--- src/rtl/pcs_pkg.sv ---
package pcs_pkg;

  // Action chosen for the program counter in one cycle.
  typedef enum logic [2:0] {
    SEL_HOLD = 3'd0,
    SEL_STEP = 3'd1,
    SEL_ALU  = 3'd2,
    SEL_JUMP = 3'd3,
    SEL_CALL = 3'd4,
    SEL_RET  = 3'd5,
    SEL_IRQ  = 3'd6
  } pc_sel_e;

  function automatic logic sel_pushes(pc_sel_e s);
    return (s == SEL_CALL) || (s == SEL_IRQ);
  endfunction

  function automatic logic sel_pops(pc_sel_e s);
    return (s == SEL_RET);
  endfunction

endpackage

--- src/rtl/pcs_decode.sv ---
module pcs_decode
  import pcs_pkg::*;
(
  input  logic    irq_take,
  input  logic    op_step,
  input  logic    op_jump,
  input  logic    op_call,
  input  logic    op_ret,
  input  logic    alu_wr_en,
  output pc_sel_e sel
);

  // Fixed priority: interrupt wins, plain step loses.
  always_comb begin
    if (irq_take)       sel = SEL_IRQ;
    else if (op_ret)    sel = SEL_RET;
    else if (op_call)   sel = SEL_CALL;
    else if (op_jump)   sel = SEL_JUMP;
    else if (alu_wr_en) sel = SEL_ALU;
    else if (op_step)   sel = SEL_STEP;
    else                sel = SEL_HOLD;
  end

endmodule

--- src/rtl/pcs_page_reg.sv ---
module pcs_page_reg #(
  parameter int PAGE_W = 5
) (
  input  logic              clk,
  input  logic              rst_n,
  input  logic              page_we,
  input  logic              irq_take,
  input  logic [PAGE_W-1:0] page_din,
  output logic [PAGE_W-1:0] page_q
);

  logic              page_en;
  logic [PAGE_W-1:0] page_d;

  // An accepted interrupt blocks a write in the same cycle.
  always_comb begin
    page_en = page_we && !irq_take;
    page_d  = page_din;
  end

  always_ff @(posedge clk or negedge rst_n) begin
    if (!rst_n)       page_q <= '0;
    else if (page_en) page_q <= page_d;
  end

  assert_page_kept_on_irq_R7: assert property (
    @(posedge clk) disable iff (!rst_n)
    irq_take |=> $stable(page_q)
  );

  assert_page_write_R10: assert property (
    @(posedge clk) disable iff (!rst_n)
    (page_we && !irq_take) |=> (page_q == $past(page_din))
  );

endmodule

--- src/rtl/pcs_ret_stack.sv ---
module pcs_ret_stack #(
  parameter int DEPTH = 8,
  parameter int W     = 13
) (
  input  logic         clk,
  input  logic         rst_n,
  input  logic         push,
  input  logic         pop,
  input  logic [W-1:0] push_val,
  output logic [W-1:0] top_val
);

  localparam int PTR_W = (DEPTH > 1) ? $clog2(DEPTH) : 1;

  logic [PTR_W-1:0] wr_ptr_q, wr_ptr_d;
  logic [PTR_W-1:0] rd_ptr;
  logic [W-1:0]     slot_q [DEPTH];
  logic [DEPTH-1:0] slot_en;

  // The pointer names the next free slot; the top entry sits one below it.
  always_comb begin
    rd_ptr = wr_ptr_q - PTR_W'(1);
    if (push)     wr_ptr_d = wr_ptr_q + PTR_W'(1);
    else if (pop) wr_ptr_d = rd_ptr;
    else          wr_ptr_d = wr_ptr_q;
  end

  always_ff @(posedge clk or negedge rst_n) begin
    if (!rst_n)            wr_ptr_q <= '0;
    else if (push || pop)  wr_ptr_q <= wr_ptr_d;
  end

  for (genvar i = 0; i < DEPTH; i++) begin : g_slot
    always_comb slot_en[i] = push && (wr_ptr_q == PTR_W'(i));

    always_ff @(posedge clk or negedge rst_n) begin
      if (!rst_n)          slot_q[i] <= '0;
      else if (slot_en[i]) slot_q[i] <= push_val;
    end
  end

  always_comb top_val = slot_q[rd_ptr];

  initial begin
    assert_depth_pow2_R8: assert ((DEPTH & (DEPTH - 1)) == 0);
  end

  assert_single_op_R9: assert property (
    @(posedge clk) disable iff (!rst_n)
    !(push && pop)
  );

  assert_push_advances_R8: assert property (
    @(posedge clk) disable iff (!rst_n)
    push |=> (wr_ptr_q == $past(wr_ptr_q) + PTR_W'(1))
  );

  assert_pop_returns_saved_R5: assert property (
    @(posedge clk) disable iff (!rst_n)
    push |=> (top_val == $past(push_val))
  );

endmodule

--- src/rtl/pcs_next_addr.sv ---
module pcs_next_addr
  import pcs_pkg::*;
#(
  parameter int ADDR_W = 13,
  parameter int LIT_W  = 11,
  parameter int ALU_W  = 8,
  parameter logic [ADDR_W-1:0] IRQ_VEC = 13'h0004
) (
  input  pc_sel_e                  sel,
  input  logic [ADDR_W-1:0]        cur_addr,
  input  logic [ADDR_W-ALU_W-1:0]  page,
  input  logic [LIT_W-1:0]         lit,
  input  logic [ALU_W-1:0]         alu_byte,
  input  logic [ADDR_W-1:0]        stack_top,
  output logic [ADDR_W-1:0]        seq_addr,
  output logic [ADDR_W-1:0]        next_addr
);

  localparam int PAGE_W = ADDR_W - ALU_W;
  localparam int HI_W   = ADDR_W - LIT_W;

  logic [ADDR_W-1:0] branch_addr;
  logic [ADDR_W-1:0] alu_addr;

  always_comb begin
    seq_addr    = cur_addr + ADDR_W'(1);
    branch_addr = {page[PAGE_W-1 -: HI_W], lit};
    alu_addr    = {page, alu_byte};
    unique case (sel)
      SEL_STEP: next_addr = seq_addr;
      SEL_ALU:  next_addr = alu_addr;
      SEL_JUMP,
      SEL_CALL: next_addr = branch_addr;
      SEL_RET:  next_addr = stack_top;
      SEL_IRQ:  next_addr = IRQ_VEC;
      default:  next_addr = cur_addr;
    endcase
  end

endmodule

--- src/rtl/pc_sequencer.sv ---
module pc_sequencer
  import pcs_pkg::*;
#(
  parameter int ADDR_W      = 13,
  parameter int LIT_W       = 11,
  parameter int ALU_W       = 8,
  parameter int STACK_DEPTH = 8,
  parameter logic [ADDR_W-1:0] RESET_VEC = 13'h0000,
  parameter logic [ADDR_W-1:0] IRQ_VEC   = 13'h0004
) (
  input  logic                     clk,
  input  logic                     rst_n,
  input  logic                     irq_take,
  input  logic                     op_step,
  input  logic                     op_jump,
  input  logic                     op_call,
  input  logic                     op_ret,
  input  logic                     alu_wr_en,
  input  logic [ALU_W-1:0]         alu_data,
  input  logic [LIT_W-1:0]         jmp_lit,
  input  logic                     page_we,
  input  logic [ADDR_W-ALU_W-1:0]  page_din,
  output logic [ADDR_W-1:0]        fetch_addr
);

  localparam int PAGE_W = ADDR_W - ALU_W;

  pc_sel_e            sel;
  logic [PAGE_W-1:0]  page_q;
  logic [ADDR_W-1:0]  pc_q, pc_d, seq_addr, stack_top;
  logic               push, pop, pc_en;

  pcs_decode u_decode (
    .irq_take  (irq_take),
    .op_step   (op_step),
    .op_jump   (op_jump),
    .op_call   (op_call),
    .op_ret    (op_ret),
    .alu_wr_en (alu_wr_en),
    .sel       (sel)
  );

  pcs_page_reg #(.PAGE_W(PAGE_W)) u_page (
    .clk      (clk),
    .rst_n    (rst_n),
    .page_we  (page_we),
    .irq_take (irq_take),
    .page_din (page_din),
    .page_q   (page_q)
  );

  pcs_next_addr #(
    .ADDR_W (ADDR_W),
    .LIT_W  (LIT_W),
    .ALU_W  (ALU_W),
    .IRQ_VEC(IRQ_VEC)
  ) u_next (
    .sel       (sel),
    .cur_addr  (pc_q),
    .page      (page_q),
    .lit       (jmp_lit),
    .alu_byte  (alu_data),
    .stack_top (stack_top),
    .seq_addr  (seq_addr),
    .next_addr (pc_d)
  );

  always_comb begin
    push  = sel_pushes(sel);
    pop   = sel_pops(sel);
    pc_en = (sel != SEL_HOLD);
  end

  pcs_ret_stack #(.DEPTH(STACK_DEPTH), .W(ADDR_W)) u_stack (
    .clk      (clk),
    .rst_n    (rst_n),
    .push     (push),
    .pop      (pop),
    .push_val (seq_addr),
    .top_val  (stack_top)
  );

  always_ff @(posedge clk or negedge rst_n) begin
    if (!rst_n)     pc_q <= RESET_VEC;
    else if (pc_en) pc_q <= pc_d;
  end

  always_comb fetch_addr = pc_q;

  assert_irq_vector_R7: assert property (
    @(posedge clk) disable iff (!rst_n)
    irq_take |=> (fetch_addr == IRQ_VEC)
  );

  assert_step_inc_R2: assert property (
    @(posedge clk) disable iff (!rst_n)
    (op_step && !irq_take && !op_ret && !op_call && !op_jump && !alu_wr_en)
      |=> (fetch_addr == $past(fetch_addr) + ADDR_W'(1))
  );

  assert_idle_hold_R9: assert property (
    @(posedge clk) disable iff (!rst_n)
    (!op_step && !irq_take && !op_ret && !op_call && !op_jump && !alu_wr_en)
      |=> $stable(fetch_addr)
  );

  assert_call_literal_R4: assert property (
    @(posedge clk) disable iff (!rst_n)
    (op_call && !irq_take && !op_ret)
      |=> (fetch_addr[LIT_W-1:0] == $past(jmp_lit))
  );

  assert_alu_low_byte_R6: assert property (
    @(posedge clk) disable iff (!rst_n)
    (alu_wr_en && !irq_take && !op_ret && !op_call && !op_jump)
      |=> (fetch_addr[ALU_W-1:0] == $past(alu_data))
  );

endmodule

--- config.mk ---
export PLATFORM = sky130hd
export DESIGN_NAME = pc_sequencer
export DESIGN_NICKNAME = d
export VERILOG_FILES = /design/src/rtl/pcs_pkg.sv /design/src/rtl/pcs_decode.sv /design/src/rtl/pcs_page_reg.sv /design/src/rtl/pcs_ret_stack.sv /design/src/rtl/pcs_next_addr.sv /design/src/rtl/pc_sequencer.sv
export SDC_FILE = /design/constraint.sdc
export NUM_CORES = 1
export LEC_CHECK = 0
export BUFFER_PORTS_ARGS = -buffer_cell sky130_fd_sc_hd__clkbuf_2
export CAP_MARGIN = 20
export CORE_MARGIN = 1.5
export CORE_UTILIZATION = 34
export CTS_CLUSTER_SIZE = 8
export DETAILED_ROUTE_END_ITERATION = 12
export SLEW_MARGIN = 0
export SYNTH_ARGS = -nofsm -noshare
export SYNTH_HDL_FRONTEND = slang
export SYNTH_SLANG_ARGS = --single-unit
--- constraint.sdc ---
create_clock -name clk -period 3.3 [get_ports clk]
set_input_delay 0.66 -clock clk [delete_from_list [all_inputs] [get_ports clk]]
set_output_delay 0.66 -clock clk [all_outputs]
set_load 0.01 [all_outputs]
=== Word level (Yosys, flattened, before mapping) ===
Cells that the tools add are included.

* Bits of input ports: 33
* Memories: 0
* Bits in registers: 125
* Memory bits (writable): 0
* Bits in latches: 0
* Bits in read-only memories: 0

* Reductions and logical operators: 19
* Multipliers: 0
* Bitwise operators: 1
* Equality and inequality tests: 13
* Divide/modulo/power cells: 0
* Multiplexer cells: 12
* Shift operators: 0
* Magnitude comparators: 1
* $add $sub $neg: 3

{| class="wikitable"
|+ Operators by type and width
! cell !! count
|-
| 13-bit case mux with 5 select lines || 1
|-
| 13-bit binary-select mux with 3-bit select || 1
|-
| 13-bit two-way mux || 2
|-
| 3-bit == test, second input constant || 7
|-
| 3-bit two-way mux || 7
|-
| 13-bit by 1-bit adder with 13-bit output, second input constant || 1
|-
| 3-bit by 2-bit == test with 1-bit output, second input constant || 4
|-
| 1-bit logical AND || 9
|-
| 3-bit by 1-bit == test with 1-bit output, second input constant || 2
|-
| 5-bit nonzero test || 1
|-
| 4-bit >= comparator, second input constant || 1
|-
| 3-bit inverter with 4-bit output || 1
|-
| 2-bit AND reduction || 2
|-
| 3-bit by 1-bit adder with 3-bit output, second input constant || 1
|-
| 3-bit logical NOT || 1
|-
| 3-bit nonzero test || 1
|-
| 3-bit by 1-bit subtractor with 3-bit output, second input constant || 1
|-
| 1-bit logical OR || 2
|-
| 2-bit nonzero test || 1
|-
| 2-bit OR reduction || 1
|-
| 1-bit logical NOT || 1
|-
| 1-bit two-way mux || 1
|}

=== Depth between registers and ports, before layout ===
Gate-level depths: netlist of run 1.

* Depth after elaboration: 10
* Depth in mapped cells: 11

=== By module ===
From an unflattened synthesis of run 1, not the netlist that was laid out.

* Cell total of the unflattened synthesis: 643
* Area, all modules: 7199.4 µm²

{| class="wikitable"
|+ Modules (own cells, without submodules)
! module !! seq. area each (µm²) !! area each (µm²) !! instances !! cells an instance
|-
| pcs_ret_stack || 2677.6 || 5153.7 || 1 || 383
|-
| pcs_next_addr || 0.0 || 1282.5 || 1 || 211
|-
| pc_sequencer || 325.3 || 518.0 || 1 || 30
|-
| pcs_page_reg || 125.1 || 195.2 || 1 || 11
|-
| pcs_decode || 0.0 || 50.0 || 1 || 8
|}

=== Least setup slack after synthesis of run 1 ===
No wires, ideal clock.

* Path kind: reg-to-reg
* Start point: register u_stack.wr_ptr_q[0]
* End point: register pc_q[0] (netlist: fetch_addr[0])
* Clock period less this slack: 2737 ps
* Setup time: 134 ps
* Data required time: 3166 ps
* Stages on the path, launching flop included: 11
* Path slack: 563 ps
* Buffers on the path: 4
* Arrival time: 2603 ps
* Cells stage by stage: dfrtp_1 buf_6 buf_2 inv_1 clkbuf_1 ha_1 xor2_4 buf_2 mux2_2 a222oi_1 o21ai_1

* Cells in the longest elaborated chain, start to end: 6

{| class="wikitable"
|+ Ends and longest elaborated chain
! item !! RTL line !! RTL
|-
| start, declared || pcs_ret_stack.sv:15 || <nowiki>logic [PTR_W-1:0] wr_ptr_q, wr_ptr_d;</nowiki>
|-
| start signal, assigned || pcs_ret_stack.sv:30 || <nowiki>else if (push || pop) wr_ptr_q <= wr_ptr_d;</nowiki>
|-
| 3-bit by 1-bit subtractor with 3-bit output || pcs_ret_stack.sv:22 || <nowiki>rd_ptr = wr_ptr_q - PTR_W'(1);</nowiki>
|-
| 3-bit inverter with 4-bit output (implied by the code) || pcs_ret_stack.sv:42 || <nowiki>always_comb top_val = slot_q[rd_ptr];</nowiki>
|-
| 13-bit binary-select mux with 3-bit select || pcs_ret_stack.sv:42 ||
|-
| 13-bit two-way mux (implied by the code) (2 in a row) || pcs_ret_stack.sv:42 ||
|-
| 13-bit case mux with 5 select lines || pcs_next_addr.sv:29 || <nowiki>unique case (sel)</nowiki>
|-
| end signal, assigned || pc_sequencer.sv:85 || <nowiki>else if (pc_en) pc_q <= pc_d;</nowiki>
|-
| end, declared || pc_sequencer.sv:30 || <nowiki>logic [ADDR_W-1:0] pc_q, pc_d, seq_addr, stack_top;</nowiki>
|}

Every way passes these cells. The select of a mux whose other input is x is not followed.
A chain may end at the register's enable or synchronous reset.

=== Worst setup path in the final report of run 1 ===
* Start point: register pc_q[0] (netlist: fetch_addr[0])
* End point: register u_stack.slot_q[88] in the netlist's numbering

* Cells in the longest elaborated chain, start to end: 1

{| class="wikitable"
|+ Ends and longest elaborated chain
! item !! RTL line !! RTL
|-
| 13-bit by 1-bit adder with 13-bit output || pcs_next_addr.sv:26 || <nowiki>seq_addr = cur_addr + ADDR_W'(1);</nowiki>
|-
| end signal, assigned by index || pcs_ret_stack.sv:38 || <nowiki>else if (slot_en[i]) slot_q[i] <= push_val;</nowiki>
|-
| end, declared || pcs_ret_stack.sv:17 || <nowiki>logic [W-1:0] slot_q [DEPTH];</nowiki>
|}

Every way passes these cells.

==> metrics.md, run 1 <==
| Metric | Value |
|---|---|
| Crit path cell chain | ha_1, nand3_1, nor4_1, xnor2_1, o21ai_0 |
| Fraction of layout cells with a size suffix above 1 | 21.5% |
| Mean Syn Cell Area | 10.4 um2 |
| CTS Hold Bufs | 0 |
| DR vias/cell | 5.45 |
| Crit share post-route | 73.9% |
| Yosys top cell area share | 50.7% |
| Syn Nets | 633 |
| CTS Buf Count | 17 |
| Row cnt | 49 |
| Synthesized cell area | 6160 um2 |
| P_leak | 3.21 nW |
| Port Buffers | 45 |
| GPL Wtd Cong | 0.844 |
| Fraction of registers with async set/reset | 100% |
| Via count | 4,777 |
| Area leader, netlist | dfrtp_1 |
| DRT met1 WL | 7680 um |
| # IOs | 46 |
| Worst-path clk slew | 60 ps |
| Vias in the first global route | 4,692 |
| Synth area leaders | dfrtp_1 (51%), o21ai_0 (6.7%), nand2_1 (6.5%) |
| Setup TNS | 0 ps |
| Antenna-violating nets left | 0 |
| # Max-Cap Violations | 0 |
| Die ar. | 18,900 um2 |
| Slew Viols, Final | 0 |
| Initial antenna violation count | 0 |
| Logic pwr share | 38.4% |
| Seq/Total Area, Yosys | 50.7% |
| Die span in y | 138 um |
| Setup Viol. Count Final | 0 |
| CTS tree | done |
| Iteration-0 DRC Markers | 379 |
| NetSw | 0.00286 W |
| Fin nets | 676 |
| Top sig layer | met4 |
| Clock Power Share | 26.7% |
| WP data required | 3570 ps |
| Count of cell types in the netlist | 50 |
| Setup Skew | 5.82 ps |
| RSZ-0062 raised after global routing | false |
| PwrDens | 1030 nW/um2 |
| ANT cells | 0 |
| Status | finished, final reports clean |
| Die span in x | 138 um |
| Slowest-stage cell, CP | dfrtp_1 |
| Internal power | 0.00467 W |
| Post-Syn Instances | 592 |
| Global route total overflow | 0 |
| Drt first pass iters | 5 |
| H-tree Lvls | 4 |
| Worst-Margin Slew | 820 ps |
| Crit path DAT | 2710 ps |
| Core Area | 17,800 um2 |
| Most used DFF post-synth | dfrtp_1 |
| Routed met3 length | 864 um |
| DRT Wirelength | 16,900 um |
| Post-cts sizing count | 0 |
| Initial Util | 34.6% |
| Global-route wire length before repair | 26,200 um |
| CP max FO | 16 |
| Number of synthesized flops with an enable pin | 0 |
| Critical path endpoint category | flop |
| CTS sink cnt | 125 |
| Clock Tree Buf Depth | 2 |
| Hold Vio Cnt, Final | 0 |
| Min Tclk post-route | 2440 ps |
| Fmax | 0.410 GHz |
| P&R area growth vs syn | 18.5% |
| Sw Ratio | 38.0% |
| Worst vdd ir | 535 uV |
| # DRC | 0 |
| Clk_lat worst skew | 420 ps |
| Routed WL per cell | 19.3 um |
| Crit path largest cell delay | 690 ps |
| Reg power frac | 34.8% |
| Met2 WL | 8050 um |
| Hold WS | 341 ps |
| Hold crit path type | in2async |
| GRT Util Overall | 18.6% |
| Post-CTS Setup Repair Bufs | 0 |
| Crit start category | flop |
| CTS root buf | clkbuf_16 |
| Synth Register Bits | 125 |
| YS warnings | 0 |
| Post-DP HPWL | 11,300 um |
| Critical path class | reg2reg |
| Slew HR | 45.3% |
| Largest net degree at the start of global routing | 60 |
per-stage QoR:
step	area [um2]	utilization, %	instances	setup slack [ps]	total power [W]
floorplan	6160	-	592	563	0.00457
global placement	6660	37.3	845	913	0.00540
detailed placement	6660	37.3	845	825	0.00550
CTS	7300	40.9	877	865	0.00754
global route	7300	40.9	877	718	0.00798
finish	7300	40.9	877	861	0.00753
area by class of cell:
type,count,area (um2)
repair buffers,64,395
clock inverters,13,188
flip-flops and latches,125,3130
well taps,229,287
clock buffers,19,453
multi-input cells,418,2820
fillers,1682,10500
inverters,9,33.8
flip-flops by register name, indices dropped and copies added (netlist names):
register          cells
fetch_addr           13
u_page.page_q         5
u_stack.slot_q      104
u_stack.wr_ptr_q      3
cell usage after synthesis, types with 4 or more instances:
master    count
a31oi_1       6
nand4_1       7
nor2b_1       6
ha_1          8
nand2_1     107
a211oi_1      4
nand3_1      23
a22oi_1       5
clkbuf_1     18
nor2_1       10
nor3_1        7
dfrtp_1     125
nand2b_1      4
o21ai_1      19
xnor2_1      19
o21ai_0      82
mux2i_1      24
xor2_1        4
buf_2        20
mux2_2       16
mux4_2       15
o211ai_2      6
nor4_1        5
inv_1         9
power by group through the flow:
stage / combinational, W / clock (W) / sequential, W
after global routing: 0.00316 / 0.00212 / 0.00269
after floorplan: 0.00211 / 0 / 0.00246
after CTS: 0.00290 / 0.00203 / 0.00261
after detailed placement: 0.00287 / 0 / 0.00263
after global placement: 0.00280 / 0 / 0.00260
final: 0.00289 / 0.00201 / 0.00262
cell usage in the layout (no fill, tap or decap), types with 10 or more instances in the layout:
| master | netlist | final |
|---|---|---|
| mux2i_1 | 24 | 24 |
| o21ai_0 | 82 | 82 |
| mux2_2 | 16 | 16 |
| clkbuf_2 | 0 | 44 |
| clkbuf_16 | 0 | 17 |
| nand3_1 | 23 | 23 |
| xnor2_1 | 19 | 19 |
| nor2_1 | 10 | 10 |
| dfrtp_1 | 125 | 125 |
| buf_4 | 1 | 18 |
| mux4_2 | 15 | 15 |
| nand2_1 | 107 | 107 |
| o21ai_1 | 19 | 19 |
cells by family after synthesis:
kind of cell | count (synthesis) | share of synthesized area (%)
buffers and inverters | 49 | 3.57
multiplexers | 55 | 12.3
flip-flops | 125 | 50.7
AND/OR/NAND/NOR | 184 | 13.6
AO/OA/AOI/OAI | 147 | 14.4
XOR/XNOR | 24 | 3.71
adder cells (fa/ha/maj) | 8 | 1.62
per-layer routing:
| layer | up-vias | track usage (%) |
|---|---|---|
| li1 | 2201 | - |
| met5 | - | 0 |
| met1 | 2397 | 24.6 |
| met2 | 159 | 29.9 |
| met3 | 20 | 4.08 |
| met4 | 0 | 6.90 |
final timing paths:
kind                                     from                  to  slack [ps]  depth (start not counted)
min reg2reg                u_stack.slot_q[60]  u_stack.slot_q[60]         480                          2
min                                     rst_n  u_stack.slot_q[16]         340                          1
max                             fetch_addr[0]  u_stack.slot_q[88]         860                          5
max in group asynchronous               rst_n  u_stack.slot_q[83]        2200                          2
max reg2reg                     fetch_addr[0]  u_stack.slot_q[88]         860                          5
min in group clk                  page_din[4]    u_page.page_q[4]         470                          2
worst max-delay path, delay by kind of cell (launching register included):
| kind | cells | cell delay, ps |
|---|---|---|
| AND/OR/NAND/NOR | 2 | 680 |
| adder cells (fa/ha/maj) | 1 | 340 |
| flip-flops | 1 | 690 |
| XOR/XNOR | 1 | 360 |
| AO/OA/AOI/OAI | 1 | 200 |
Note: power is estimated with default switching activity, not from simulation.
==> run 2: changes to the inputs <==
==> constraint.sdc (replaced) <==
create_clock -name clk -period 2.2 [get_ports clk]
set_input_delay 0.44 -clock clk [delete_from_list [all_inputs] [get_ports clk]]
set_output_delay 0.44 -clock clk [all_outputs]
set_load 0.01 [all_outputs]
==> run 2 against run 1 <==
  * Die area is the same
  * Clock power grew 40%
  * Core utilization grew 1.3 points
  * Critical path type unchanged
  * Critical endpoint is now fetch_addr[9]
  * Largest power group unchanged
==> metrics.md, run 2 (same netlist as run 1, synthesis figures left out) <==
| Metric | Value |
|---|---|
| Status | finished, final reports clean |
| Top reg by flops | u_stack.slot_q |
| Critical path endpoint category | flop |
| Reg power frac | 32.9% |
| Max FFs per register | 104 |
| Global-route wire length before repair | 26,700 um |
| Post-DP HPWL | 11,800 um |
| Initial Util | 34.6% |
| P&R area growth vs syn | 22.1% |
| CP max FO | 6 |
| Min Tclk post-route | 2090 ps |
| Core Area | 17,800 um2 |
| Crit share post-route | 94.9% |
| GRT Util Overall | 19.1% |
| Fin nets | 705 |
| Initial antenna violation count | 0 |
| Hold Vio Cnt, Final | 0 |
| CTS Buf Count | 17 |
| Slew HR | 45.0% |
| DRT Wirelength | 16,900 um |
| Critical path class | reg2reg |
| Setup TNS | 0 ps |
| Clock Tree Buf Depth | 2 |
| Most frequent cells in the layout | dfrtp_1 (125), nand2_1 (107), o21ai_0 (82), buf_4 (46), clkbuf_2 (44) |
| WP data required | 2490 ps |
| Die span in y | 138 um |
| Final Cell Area | 7530 um2 |
| Setup Viol. Count Final | 0 |
| Via count | 4,833 |
| Global route total overflow | 0 |
| DR vias/cell | 5.33 |
| CTS Hold Bufs | 0 |
| P_leak | 3.35 nW |
| NetSw | 0.00434 W |
| RSZ-0062 raised after global routing | false |
| Worst-Margin Slew | 819 ps |
| # IOs | 46 |
| Hold WS | 12.3 ps |
| Routed WL per cell | 18.6 um |
| GPL Wtd Cong | 0.866 |
| Sw Ratio | 37.3% |
| Pwr Total | 0.0116 W |
| CTS root buf | clkbuf_16 |
| Largest net degree at the start of global routing | 47 |
| CTS tree | done |
| # DRC | 0 |
| CTS sink cnt | 125 |
| Fmax | 0.479 GHz |
| Fin util | 42.2% |
| Filler Cell Count | 1,707 |
| Row cnt | 49 |
| Crit path DAT | 2380 ps |
| Fraction of layout cells with a size suffix above 1 | 25.3% |
| Clk_lat worst skew | 420 ps |
| Die ar. | 18,900 um2 |
| Iteration-0 DRC Markers | 394 |
| Worst vdd ir | 530 uV |
| Commonest non-fill, non-tap cell in the layout | dfrtp_1 |
| # Max-Cap Violations | 0 |
| Post-DP Area | 6890 um2 |
| H-tree Lvls | 4 |
| Port Buffers | 45 |
| ANT cells | 0 |
| Vias in the first global route | 4,906 |
| Internal power | 0.00729 W |
| Die span in x | 138 um |
| Drt first pass iters | 5 |
| PwrDens | 1550 nW/um2 |
| Worst-path clk slew | 60 ps |
| Antenna-violating nets left | 0 |
| Hold crit path type | in2async |
| Logic pwr share | 42.9% |
| Crit start category | flop |
| Slew Viols, Final | 0 |
| Clock Power Share | 24.2% |
| Setup Skew | 9.51 ps |
==> run 2: layout make-up <==
type	count	area, um2	area share, %
tap	229	287	3.81
multi-input combinational	418	2850	37.9
clock buffer	17	425	5.65
inverter	9	36.3	0.482
timing repair buffer	93	626	8.31
sequential	125	3130	41.6
clock inverter	15	173	2.29
==> run 2: power groups by stage <==
stage | sequential [W] | clock (W) | combinational, W
after floorplan | 0.00368 | 0 | 0.00335
after global placement | 0.00380 | 0 | 0.00469
after detailed placement | 0.00384 | 0 | 0.00482
after CTS | 0.00381 | 0.00286 | 0.00483
after global routing | 0.00394 | 0.00297 | 0.00545
final | 0.00383 | 0.00281 | 0.00499
==> run 2: path summary, 6_finish.rpt <==
check	slack (ps)	from	depth (start not counted)	endpoint
worst max-delay path	110	u_stack.wr_ptr_q[1]	7	fetch_addr[9]
worst min-delay path	10	rst_n	1	u_stack.slot_q[0]
worst max register to register	110	u_stack.wr_ptr_q[1]	7	fetch_addr[9]
worst min register to register	480	u_stack.slot_q[84]	2	u_stack.slot_q[84]
max in group asynchronous	1510	rst_n	2	u_stack.slot_q[100]
min in group clk	260	page_din[4]	2	u_page.page_q[4]
==> run 2: metrics by stage <==
step                setup WS (ps)  cells
detailed placement            109    871
finish                        111    906
CTS                          85.2    903
global route                 9.96    906
floorplan                   -94.8    592
global placement              128    871
==> run 2: what timing repair did <==
item / CTS / global route
gates resized for setup: 0 / 1
buffers inserted: 0 / 3
endpoints found under the setup margin: 0 / 2
==> run 2: layer usage <==
| metal | wire length [um] | vias up | global-route usage [%] |
|---|---|---|---|
| li1 | - | 2254 | - |
| met1 | 7540 | 2363 | 25.2 |
| met2 | 7760 | 187 | 30.1 |
| met3 | 1230 | 29 | 4.49 |
| met4 | 354 | 0 | 8.01 |
| met5 | 0 | - | 0 |
==> run 2: critical path: stages, from the launching register on <==
cell and delay [ps]:
dfrtp_1 400, inv_1 200, ha_4 210, xor2_4 200
buf_4 210, mux4_2 500, o22ai_1 180, a211oi_1 60
